## config.mk

```make
export PLATFORM = sky130hd
export DESIGN_NAME = baud_div16
export DESIGN_NICKNAME = d
export VERILOG_FILES = /design/src/rtl/baud_div_pkg.sv /design/src/rtl/baud_div_latch.sv /design/src/rtl/baud_div_counter.sv /design/src/rtl/baud_div16.sv
export SDC_FILE = /design/constraint.sdc
export NUM_CORES = 1
export LEC_CHECK = 0
export BUFFER_PORTS_ARGS = -buffer_cell sky130_fd_sc_hd__buf_2
export CORE_UTILIZATION = 59
export CTS_CLUSTER_DIAMETER = 120
export DETAILED_ROUTE_END_ITERATION = 8
export PLACE_DENSITY = 0.83
export SLEW_MARGIN = 40
export SYNTH_ARGS = -nofsm -noshare
export SYNTH_HDL_FRONTEND = slang
export SYNTH_SLANG_ARGS = --single-unit
```

## constraint.sdc

```tcl
create_clock -name clk -period 3.9 [get_ports clk]
set_input_delay 0.78 -clock clk [delete_from_list [all_inputs] [get_ports clk]]
set_output_delay 0.78 -clock clk [all_outputs]
set_load 0.05 [all_outputs]
```

## src/rtl/baud_div_pkg.sv

```systemverilog
package baud_div_pkg;

   localparam int unsigned DEF_BYTE_W = 8;
   localparam int unsigned DEF_DIV_W  = 2 * DEF_BYTE_W;

   // What the counter does on the next edge
   typedef enum logic [1:0] {
      CNT_HOLD   = 2'd0,
      CNT_LOAD   = 2'd1,
      CNT_DEC    = 2'd2,
      CNT_REWIND = 2'd3
   } cnt_act_e;

endpackage

```

## src/rtl/baud_div_latch.sv

```systemverilog
module baud_div_latch #(
   parameter int unsigned BYTE_W = baud_div_pkg::DEF_BYTE_W,
   parameter int unsigned NLANE  = 2,
   localparam int unsigned DW    = BYTE_W * NLANE
) (
   input  logic              clk,
   input  logic              rst_n,
   input  logic [NLANE-1:0]  lane_we,
   input  logic [BYTE_W-1:0] lane_data [NLANE],
   output logic [DW-1:0]     div_q,
   output logic [DW-1:0]     div_d,
   output logic              wr_any
);

   logic [BYTE_W-1:0] lane_q [NLANE];
   logic [BYTE_W-1:0] lane_n [NLANE];

   generate
      if (BYTE_W < 1) begin : g_bad_byte
         $error("baud_div_latch: BYTE_W must be at least 1");
      end
      if (NLANE < 1) begin : g_bad_lane
         $error("baud_div_latch: NLANE must be at least 1");
      end

      for (genvar l = 0; l < NLANE; l++) begin : g_lane
         // next value of this byte: new data when strobed, else hold
         always_comb begin
            lane_n[l] = lane_we[l] ? lane_data[l] : lane_q[l];
         end

         always_ff @(posedge clk or negedge rst_n) begin
            if (!rst_n) begin
               lane_q[l] <= '0;
            end else begin
               lane_q[l] <= lane_n[l];
            end
         end

         assign div_q[l*BYTE_W +: BYTE_W] = lane_q[l];
         assign div_d[l*BYTE_W +: BYTE_W] = lane_n[l];
      end
   endgenerate

   assign wr_any = |lane_we;

endmodule

```

## src/rtl/baud_div_counter.sv

```systemverilog
module baud_div_counter
   import baud_div_pkg::*;
#(
   parameter int unsigned CNT_W = DEF_DIV_W
) (
   input  logic             clk,
   input  logic             rst_n,
   input  logic             reload,
   input  logic [CNT_W-1:0] reload_val,
   input  logic [CNT_W-1:0] div_q,
   output logic             tick
);

   localparam logic [CNT_W-1:0] ONE  = CNT_W'(1);
   localparam logic [CNT_W-1:0] ZERO = '0;

   logic [CNT_W-1:0] cnt_q;
   logic [CNT_W-1:0] cnt_n;
   cnt_act_e         act;

   generate
      if (CNT_W < 2) begin : g_bad_w
         $error("baud_div_counter: CNT_W must be at least 2");
      end
   endgenerate

   // A write wins over everything else. Otherwise count down to 1, rewind
   // from the latched divisor, and stay parked at 0 when the divisor is 0.
   always_comb begin
      if (reload) begin
         act = CNT_LOAD;
      end else if (cnt_q > ONE) begin
         act = CNT_DEC;
      end else if (div_q != ZERO) begin
         act = CNT_REWIND;
      end else begin
         act = CNT_HOLD;
      end
   end

   always_comb begin
      unique case (act)
         CNT_LOAD:   cnt_n = reload_val;
         CNT_DEC:    cnt_n = cnt_q - ONE;
         CNT_REWIND: cnt_n = div_q;
         default:    cnt_n = ZERO;
      endcase
   end

   always_ff @(posedge clk or negedge rst_n) begin
      if (!rst_n) begin
         cnt_q <= ZERO;
      end else begin
         cnt_q <= cnt_n;
      end
   end

   assign tick = (cnt_q == ONE);

endmodule

```

## src/rtl/baud_div16.sv

```systemverilog
module baud_div16
   import baud_div_pkg::*;
#(
   parameter int unsigned BYTE_W = DEF_BYTE_W,
   parameter int unsigned DIV_W  = DEF_DIV_W
) (
   input  logic              clk,
   input  logic              rst_n,
   input  logic              lo_we,
   input  logic [BYTE_W-1:0] lo_data,
   input  logic              hi_we,
   input  logic [BYTE_W-1:0] hi_data,
   output logic              tick_16x,
   output logic [DIV_W-1:0]  divisor
);

   localparam int unsigned NLANE = 2;

   generate
      if (DIV_W != NLANE * BYTE_W) begin : g_bad_width
         $error("baud_div16: DIV_W must equal two bytes");
      end
   endgenerate

   logic [NLANE-1:0]  lane_we;
   logic [BYTE_W-1:0] lane_data [NLANE];
   logic [DIV_W-1:0]  div_q;
   logic [DIV_W-1:0]  div_d;
   logic              wr_any;

   assign lane_we      = {hi_we, lo_we};
   assign lane_data[0] = lo_data;
   assign lane_data[1] = hi_data;

   baud_div_latch #(
      .BYTE_W (BYTE_W),
      .NLANE  (NLANE)
   ) u_latch (
      .clk       (clk),
      .rst_n     (rst_n),
      .lane_we   (lane_we),
      .lane_data (lane_data),
      .div_q     (div_q),
      .div_d     (div_d),
      .wr_any    (wr_any)
   );

   baud_div_counter #(
      .CNT_W (DIV_W)
   ) u_cnt (
      .clk        (clk),
      .rst_n      (rst_n),
      .reload     (wr_any),
      .reload_val (div_d),
      .div_q      (div_q),
      .tick       (tick_16x)
   );

   assign divisor = div_q;

endmodule

```

==> impl_metrics.json, run 1 <==
{
  "drc": 0,
  "comb_power_share_pct": 23.7,
  "grt_overflow": 0,
  "pin_count": 37,
  "rows": 20,
  "synthCells": 171,
  "die_y_um": 58.7,
  "status": "complete, no violations",
  "powerDensity_nw_per_um2": 401,
  "fillers": 250,
  "syn_to_final_growth_pct": 14.1,
  "yosysTopAreaCell": "dfrtp_1",
  "finalHoldViolCount": 0,
  "yosys_warnings": 0,
  "vias_per_cell": 6.00,
  "cap_violations": 0,
  "layout_commonest_cell": "buf_2",
  "nets": 228,
  "ant_nets": 0,
  "clk_pin_slew_ns": 0.11,
  "syn_nets": 193,
  "ys_top_cells_by_area": "dfrtp_1, o221ai_2, a21boi_0",
  "grt.busiest_layer": "met2",
  "cts_max_path_buffers": 2,
  "rsz0062_at_grt": "no",
  "r2r_setup_slack_ns": 1.91,
  "synth_top_area_share_pct": 42.2,
  "dieArea_um2": 3450,
  "cp_max_fo": 4,
  "cts_setup_buffers": 0,
  "most-common-layout-cells": "buf_2, dfrtp_1, nand2_1",
  "grt_first_pass_wirelength_um": 6710,
  "finalWorstSetupSlack_ns": 1.24,
  "die_x_um": 58.7,
  "pwr-share-clk_pct": 29.4,
  "startpoint_type": "flip-flop",
  "io_buffers": 36,
  "slew_headroom_pct": 49.9,
  "grt_use_met2_pct": 41.6,
  "drtPass1Iterations": 4,
  "switching_power_w": 0.000296,
  "cts_tree": "built",
  "antenna_cells": 0,
  "required_ns": 3.12,
  "ys_ff_latch": 32,
  "grt_usage_pct": 26.6,
  "endpoint_kind": "output port",
  "grt_start_max_net_pins": 33,
  "skew_ns": 0.0139,
  "routed_wl_um": 4120,
  "core_area_um2": 3050,
  "synth.distinct_cells": 42,
  "dpl_worst_slack_ns": 1.66,
  "timing.final.crit_share_pct": 68.1,
  "drv_slew": 0,
  "met3_usage_pct": 6.37,
  "internal_power_w": 0.000572,
  "postCtsHoldBufs": 0,
  "drt_iter0_drc": 68,
  "root_buffer": "clkbuf_4",
  "max_freq_ghz": 0.376,
  "floorplan.initialDensity_pct": 62.2,
  "vias": 1505,
  "htreeDepth": 2,
  "avgSynthCellArea_um2": 11.1,
  "period_needed_ns": 2.66,
  "finalSetupTns_ns": 0,
  "ir_drop_mv": 0.207,
  "grt_pass1_vias": 1465,
  "layout-drive-gt1-share_pct": 33.8,
  "setup_viol": 0,
  "worstSetupPathType": "flip-flop to output port",
  "gp_congestion": 0.824,
  "min_path_type": "input pin to asynchronous set/reset pin",
  "antenna_found_initial": 0,
  "rr_worst_depth": 4,
  "swShare_pct": 34.1,
  "clk_latency_ns": 0.35,
  "met1_usage_pct": 35.3,
  "wl_per_cell_um": 16.4,
  "cts_resized": 0,
  "dp_hpwl_um": 2900,
  "seqPwrFrac_pct": 46.9,
  "syn_area_um2": 1900,
  "numClockSinks": 32,
  "ys_seq_area_share_pct": 42.2,
  "tightest_slew_ns": 0.749,
  "cts_buffers": 5,
  "leakage_nw": 0.918,
  "cp.arrival_ns": 1.88
}
-- registers in the layout, indices dropped and copies added, names as in the netlist --
name / flops
u_cnt.cnt_q: 16
u_latch.div_q: 16
-- final timing paths --
path | start | endpoint
setup reg to reg | u_cnt.cnt_q[4] | u_cnt.cnt_q[0]
max in group asynchronous | rst_n | u_cnt.cnt_q[11]
hold reg to reg | u_latch.div_q[4] | u_latch.div_q[4]
min in group clk | u_latch.div_q[4] | u_latch.div_q[4]
setup / recovery | u_cnt.cnt_q[8] | tick_16x
hold / removal | rst_n | u_latch.div_q[0]
-- power by group through the flow --
| stage | clock (W) | sequential (W) | combinational [W] |
|---|---|---|---|
| 6_report | 0.000255 | 0.000407 | 0.000206 |
| 3_3_place_gp | 0 | 0.000410 | 0.000197 |
| 3_5_place_dp | 0 | 0.000412 | 0.000205 |
| 5_1_grt | 0.000271 | 0.000412 | 0.000221 |
| 2_1_floorplan | 0 | 0.000460 | 0.0000977 |
| 4_1_cts | 0.000258 | 0.000406 | 0.000206 |
-- metal layers --
layer	share of wire, %	vias up
met2	48	35
met1	47	754
met5	0	-
met4	1.2	0
li1	-	709
met3	3.8	7
-- critical path, cell delays in order, from the launching register on --
cell and delay [ns]:
dfrtp_1 0.46, nor4_1 0.52, and4_1 0.28, buf_2 0.26
-- cell families after synthesis --
family,synth area share [%]
and+or+nand+nor,20.9
AOI/OAI and AO/OA,22.9
DFF,42.2
buffers and inverters,3.69
xor gates and xnor gates,6.00
muxes,2.97
adders and majority gates,1.32
-- cells in the mapped netlist --
master    count
nand3b_1      1
nor3b_1       1
nor4_2        1
o211ai_1      4
buf_1         1
nand3_1       2
a31o_1        4
o311a_1       5
nor3_4        1
nand4b_1      2
clkbuf_1      3
xor2_1        7
nor2b_1       3
nor2_1        4
xnor2_1       6
o221ai_2      7
nand2b_1     12
dfrtp_1      32
nor4_4        2
a22oi_1       1
a21boi_0     10
nor4_1        4
nand3_2       1
nand4_1       3
o41ai_2       4
mux2_2        5
nand2b_2      1
and4_1        1
o21ai_1       2
or2_4         1
buf_2         2
ha_1          2
o31a_1        1
o21ai_0       3
inv_1         6
a21o_1        1
o21ba_1       1
nand2_1      19
nor3_2        1
nor3b_2       1
buf_6         2
o21ai_4       1
-- cell type report --
type	instances	area, um2	area share [%]
clock buffer	6	41.3	1.91
sequential	32	801	37.0
timing repair buffer	36	180	8.32
clock inverter	2	35.0	1.62
tap	44	55.1	2.54
inverter	6	22.5	1.04
multi-input combinational	125	1030	47.6
-- metrics by stage --
stage	power [W]	hold slack [ns]	instances	instance area [um2]	util (%)
2_1_floorplan	0.000558	0.484	171	1900	-
3_3_place_gp	0.000607	0.510	243	2090	68.3
3_5_place_dp	0.000618	0.529	243	2090	68.4
4_1_cts	0.000870	0.498	251	2170	70.9
5_1_grt	0.000904	0.525	251	2170	70.9
6_report	0.000868	0.485	251	2170	70.9
(Power assumes the default switching activity.)
==> run 2, diff against run 1 <==
--- a/config.mk
+++ b/config.mk
@@ -6,10 +6,10 @@
 export NUM_CORES = 1
 export LEC_CHECK = 0
 export BUFFER_PORTS_ARGS = -buffer_cell sky130_fd_sc_hd__buf_2
-export CORE_UTILIZATION = 59
+export CORE_UTILIZATION = 49
 export CTS_CLUSTER_DIAMETER = 120
 export DETAILED_ROUTE_END_ITERATION = 8
-export PLACE_DENSITY = 0.83
+export PLACE_DENSITY = 0.74
 export SLEW_MARGIN = 40
 export SYNTH_ARGS = -nofsm -noshare
 export SYNTH_HDL_FRONTEND = slang
==> constraint.sdc (replaced) <==
create_clock -name clk -period 2.4 [get_ports clk]
set_input_delay 0.48 -clock clk [delete_from_list [all_inputs] [get_ports clk]]
set_output_delay 0.48 -clock clk [all_outputs]
set_load 0.05 [all_outputs]
==> impl_metrics.json, run 2 (synthesis gave the netlist of run 1 again) <==
{
  "grt_overflow": 0,
  "slew_headroom_pct": 66.0,
  "worstSetupPathType": "flip-flop to output port",
  "most-common-layout-cells": "buf_2, dfrtp_1, nand2_1",
  "cts_max_path_buffers": 2,
  "ant_nets": 0,
  "layout.cells.non_filler": 259,
  "cts_tree": "built",
  "drv_slew": 0,
  "drc": 0,
  "clk_latency_ns": 0.29,
  "cts_buffers": 5,
  "io_buffers": 36,
  "routed_wl_um": 4150,
  "status": "complete, no violations",
  "cts_setup_buffers": 0,
  "numClockSinks": 32,
  "final_cell_area_um2": 2230,
  "dp_hpwl_um": 2930,
  "skew_ns": 0.00607,
  "setup_viol": 0,
  "grt_start_max_net_pins": 33,
  "min_path_type": "input pin to asynchronous set/reset pin",
  "cap_violations": 0,
  "cp.arrival_ns": 1.79,
  "htreeDepth": 2,
  "vias": 1499,
  "vias_per_cell": 5.79,
  "antenna_cells": 0,
  "required_ns": 1.92,
  "leakage_nw": 0.949,
  "r2r_setup_slack_ns": 0.47,
  "drtPass1Iterations": 4,
  "floorplan.initialDensity_pct": 51.5,
  "fillers": 320,
  "layout_commonest_cell": "buf_2",
  "rr_worst_depth": 4,
  "nets": 233,
  "powerDensity_nw_per_um2": 629,
  "r2r-end": "u_cnt.cnt_q[4]",
  "clk_pin_slew_ns": 0.07,
  "timing.final.crit_share_pct": 94.7,
  "dieArea_um2": 4130,
  "drt_iter0_drc": 61,
  "dpl_cell_area_um2": 2120,
  "cp-endpoint": "tick_16x",
  "root_buffer": "clkbuf_8",
  "startpoint_type": "flip-flop",
  "rows": 22,
  "endpoint_kind": "output port",
  "grt_usage_pct": 23.0,
  "ir_drop_mv": 0.297,
  "gp_congestion": 0.947,
  "syn_to_final_growth_pct": 17.6,
  "layout-drive-gt1-share_pct": 35.1,
  "startpoint": "u_cnt.cnt_q[7]",
  "max_freq_ghz": 0.440,
  "die_y_um": 64.2,
  "finalHoldViolCount": 0,
  "wl_per_cell_um": 16.0,
  "pin_count": 37,
  "tightest_slew_ns": 0.509,
  "dp.cells": 251,
  "grt_pass1_vias": 1516,
  "antenna_found_initial": 0,
  "die_x_um": 64.2,
  "core_area_um2": 3690,
  "postCtsHoldBufs": 0,
  "finalSetupTns_ns": 0,
  "cp_max_fo": 5,
  "period_needed_ns": 2.27,
  "rsz0062_at_grt": "no",
  "r2r-start": "u_cnt.cnt_q[4]",
  "grt_first_pass_wirelength_um": 7260
}
run 2: routing by layer:
metal | up-vias | track usage [%] | share of wire (%)
met5 | - | 0 | 0
met4 | 0 | 8.33 | 1.8
met3 | 12 | 5.54 | 5.7
met2 | 48 | 37.4 | 49
met1 | 726 | 29.7 | 44
li1 | 713 | - | -
run 2: worst min path at each step:
stage                startpoint               end  slack (ns)  cells after the start
2_1_floorplan             rst_n    u_cnt.cnt_q[0]        0.18                      0
3_3_place_gp   u_latch.div_q[0]  u_latch.div_q[0]        0.52                      1
3_5_place_dp   u_latch.div_q[0]  u_latch.div_q[0]        0.53                      1
4_1_cts                   rst_n    u_cnt.cnt_q[1]        0.29                      1
5_1_grt                   rst_n  u_latch.div_q[7]        0.07                      1
6_report                  rst_n  u_latch.div_q[7]        0.06                      1
run 2: layout make-up:
cell class,instances,area [um2],share of cell area [%]
inverter,6,22.5,1.01
clock inverter,1,5.00,0.224
multi-input combinational,125,1030,46.3
sequential,32,801,35.9
clock buffer,6,72.6,3.25
timing repair buffer,41,238,10.7
tap,48,60.1,2.69
run 2: what timing repair did:
| action | in CTS | in global routing |
|---|---|---|
| endpoints found under the setup margin | 0 | 1 |
| hold endpoints to repair | 0 | 0 |
| resized for setup | 0 | 1 |
run 2: where the power goes:
| part | internal (W) | switching, W | total [W] | leakage [nW] |
|---|---|---|---|---|
| logic | 0.000127 | 0.000213 | 0.000340 | 0.525 |
| registers | 0.000593 | 0.0000719 | 0.000665 | 0.383 |
| clock network | 0.000197 | 0.000201 | 0.000398 | 0.0410 |
run 2: critical path, cell delays in order (launching register included):
cell	delay, ns
dfrtp_1	0.47
nor4_1	0.49
and4_1	0.28
buf_2	0.26
run 2: metrics by stage:
| stage | hold slack (ns) | utilization, % | total power, W | worst slack [ns] |
|---|---|---|---|---|
| after floorplan | 0.184 | - | 0.000907 | 0.570 |
| after global placement | 0.518 | 57.5 | 0.000991 | 0.509 |
| after detailed placement | 0.525 | 57.5 | 0.00101 | 0.473 |
| after CTS | 0.287 | 59.6 | 0.00140 | 0.162 |
| after global routing | 0.0730 | 60.5 | 0.00147 | 0.00241 |
| final | 0.0641 | 60.5 | 0.00140 | 0.128 |
==> run 3, diff against run 2 <==
--- a/config.mk
+++ b/config.mk
@@ -6,10 +6,11 @@
 export NUM_CORES = 1
 export LEC_CHECK = 0
 export BUFFER_PORTS_ARGS = -buffer_cell sky130_fd_sc_hd__buf_2
-export CORE_UTILIZATION = 49
+export CORE_UTILIZATION = 51
+export CTS_BUF_LIST = sky130_fd_sc_hd__clkbuf_4 sky130_fd_sc_hd__clkbuf_8
 export CTS_CLUSTER_DIAMETER = 120
 export DETAILED_ROUTE_END_ITERATION = 8
-export PLACE_DENSITY = 0.74
+export PLACE_DENSITY = 0.77
 export SLEW_MARGIN = 40
 export SYNTH_ARGS = -nofsm -noshare
 export SYNTH_HDL_FRONTEND = slang
==> impl_metrics.json, run 3 (synthesis gave the netlist of run 1 again) <==
{
  "status": "complete, no violations",
  "drc": 0,
  "drv_slew": 0,
  "max_freq_ghz": 0.448,
  "rr_worst_depth": 6,
  "cts_setup_buffers": 0,
  "fillers": 294,
  "cts_resized": 0,
  "cts_max_path_buffers": 2,
  "finalHoldViolCount": 0,
  "grt_start_max_net_pins": 33,
  "slew_headroom_pct": 52.3,
  "cts_tree": "built",
  "period_needed_ns": 2.23,
  "tightest_slew_ns": 0.716,
  "worstSetupPathType": "flip-flop to output port",
  "setup_viol": 0,
  "powerDensity_nw_per_um2": 678,
  "ir_drop_mv": 0.479,
  "power_w": 0.00151,
  "die_y_um": 63.0,
  "vias": 1488,
  "postCtsHoldBufs": 0,
  "most-common-layout-cells": "buf_2, dfrtp_1, nand2_1",
  "clk_pin_slew_ns": 0.07,
  "drtPass1Iterations": 4,
  "floorplan.initialDensity_pct": 55.1,
  "skew_ns": 0.00263,
  "clk_latency_ns": 0.29,
  "nets": 232,
  "routed_wl_um": 4060,
  "grt_usage_pct": 23.5,
  "gp_congestion": 0.936,
  "die_x_um": 63.0,
  "startpoint_type": "flip-flop",
  "timing.final.crit_share_pct": 93.1,
  "wl_per_cell_um": 15.8,
  "pin_count": 37,
  "rsz0062_at_grt": "no",
  "root_buffer": "clkbuf_8",
  "r2r-end": "u_cnt.cnt_q[11]",
  "dp_hpwl_um": 2980,
  "vias_per_cell": 5.79,
  "endpoint_kind": "output port",
  "ant_nets": 0,
  "layout-drive-gt1-share_pct": 35.1,
  "drt_iter0_drc": 63,
  "required_ns": 1.92,
  "antenna_cells": 0,
  "syn_to_final_growth_pct": 17.5,
  "cap_violations": 0,
  "grt_overflow": 0,
  "min_path_type": "input pin to asynchronous set/reset pin",
  "cp_max_fo": 5,
  "core_area_um2": 3440,
  "grt_first_pass_wirelength_um": 7060,
  "finalSetupTns_ns": 0,
  "rows": 21,
  "layout_commonest_cell": "buf_2",
  "cp.arrival_ns": 1.75,
  "cts_buffers": 5,
  "leakage_nw": 0.949,
  "dieArea_um2": 3970,
  "r2r-start": "u_cnt.cnt_q[0]",
  "r2r_setup_slack_ns": 0.44,
  "io_buffers": 36,
  "antenna_found_initial": 0,
  "numClockSinks": 32,
  "htreeDepth": 2,
  "grt_pass1_vias": 1520
}
[run 3: changes by cell type in the layout (fill, tap and decap cells not counted)]
cell        change
buf_16          -1
bufinv_16       +1
clkbuf_1        -1
clkinvlp_4      +1
nor4_1          +1
nor4_2          -1
[run 3: worst max-delay path by stage]
stage,startpoint,cells past startpoint,endpoint
4_1_cts,u_cnt.cnt_q[10],3,tick_16x
6_report,u_cnt.cnt_q[10],3,tick_16x
3_5_place_dp,u_cnt.cnt_q[0],6,u_cnt.cnt_q[9]
2_1_floorplan,u_cnt.cnt_q[8],2,tick_16x
3_3_place_gp,u_cnt.cnt_q[10],3,tick_16x
5_1_grt,u_cnt.cnt_q[10],3,tick_16x
[run 3: per-stage QoR]
stage               cells  hold slack [ns]  cell area [um2]  worst slack (ns)  util (%)
floorplan             171            0.184             1900             0.570         -
global placement      249            0.517             2120             0.500      61.5
detailed placement    249            0.530             2120             0.485      61.5
CTS                   257            0.267             2230             0.166      64.8
global route          257            0.299             2230            0.0665      64.8
finish                257            0.241             2230             0.165      64.8
[run 3: cell type report]
cell class	count	area [um2]	area share [%]
Clock buffer	5	68.8	3.09
Clock inverter	3	42.5	1.91
Inverter	6	22.5	1.01
Multi-Input combinational cell	125	1030	46.1
Sequential cell	32	801	35.9
Tap cell	46	57.6	2.58
Timing Repair Buffer	40	210	9.43
[run 3: worst max-delay path, stage by stage, from the launching register on]
cell and delay (ns):
dfrtp_1 0.44, nor4_1 0.51, and4_1 0.27, buf_2 0.26
[run 3: per-layer routing]
metal / part of all wire (%) / track usage (%) / up-vias / routed length (um)
met3: 4.1 / 7.48 / 9 / 166
met4: 1.8 / 10.5 / 0 / 75
met2: 51 / 37.4 / 34 / 2050
li1: - / - / 716 / -
met5: 0 / 0 / - / 0
met1: 43 / 28.9 / 729 / 1760
[run 3: power breakdown]
part	internal [W]	switching (W)	total, W
combinational	0.000122	0.000213	0.000336
sequential	0.000593	0.0000677	0.000661
clock	0.000307	0.000209	0.000516
total	0.00102	0.000490	0.00151
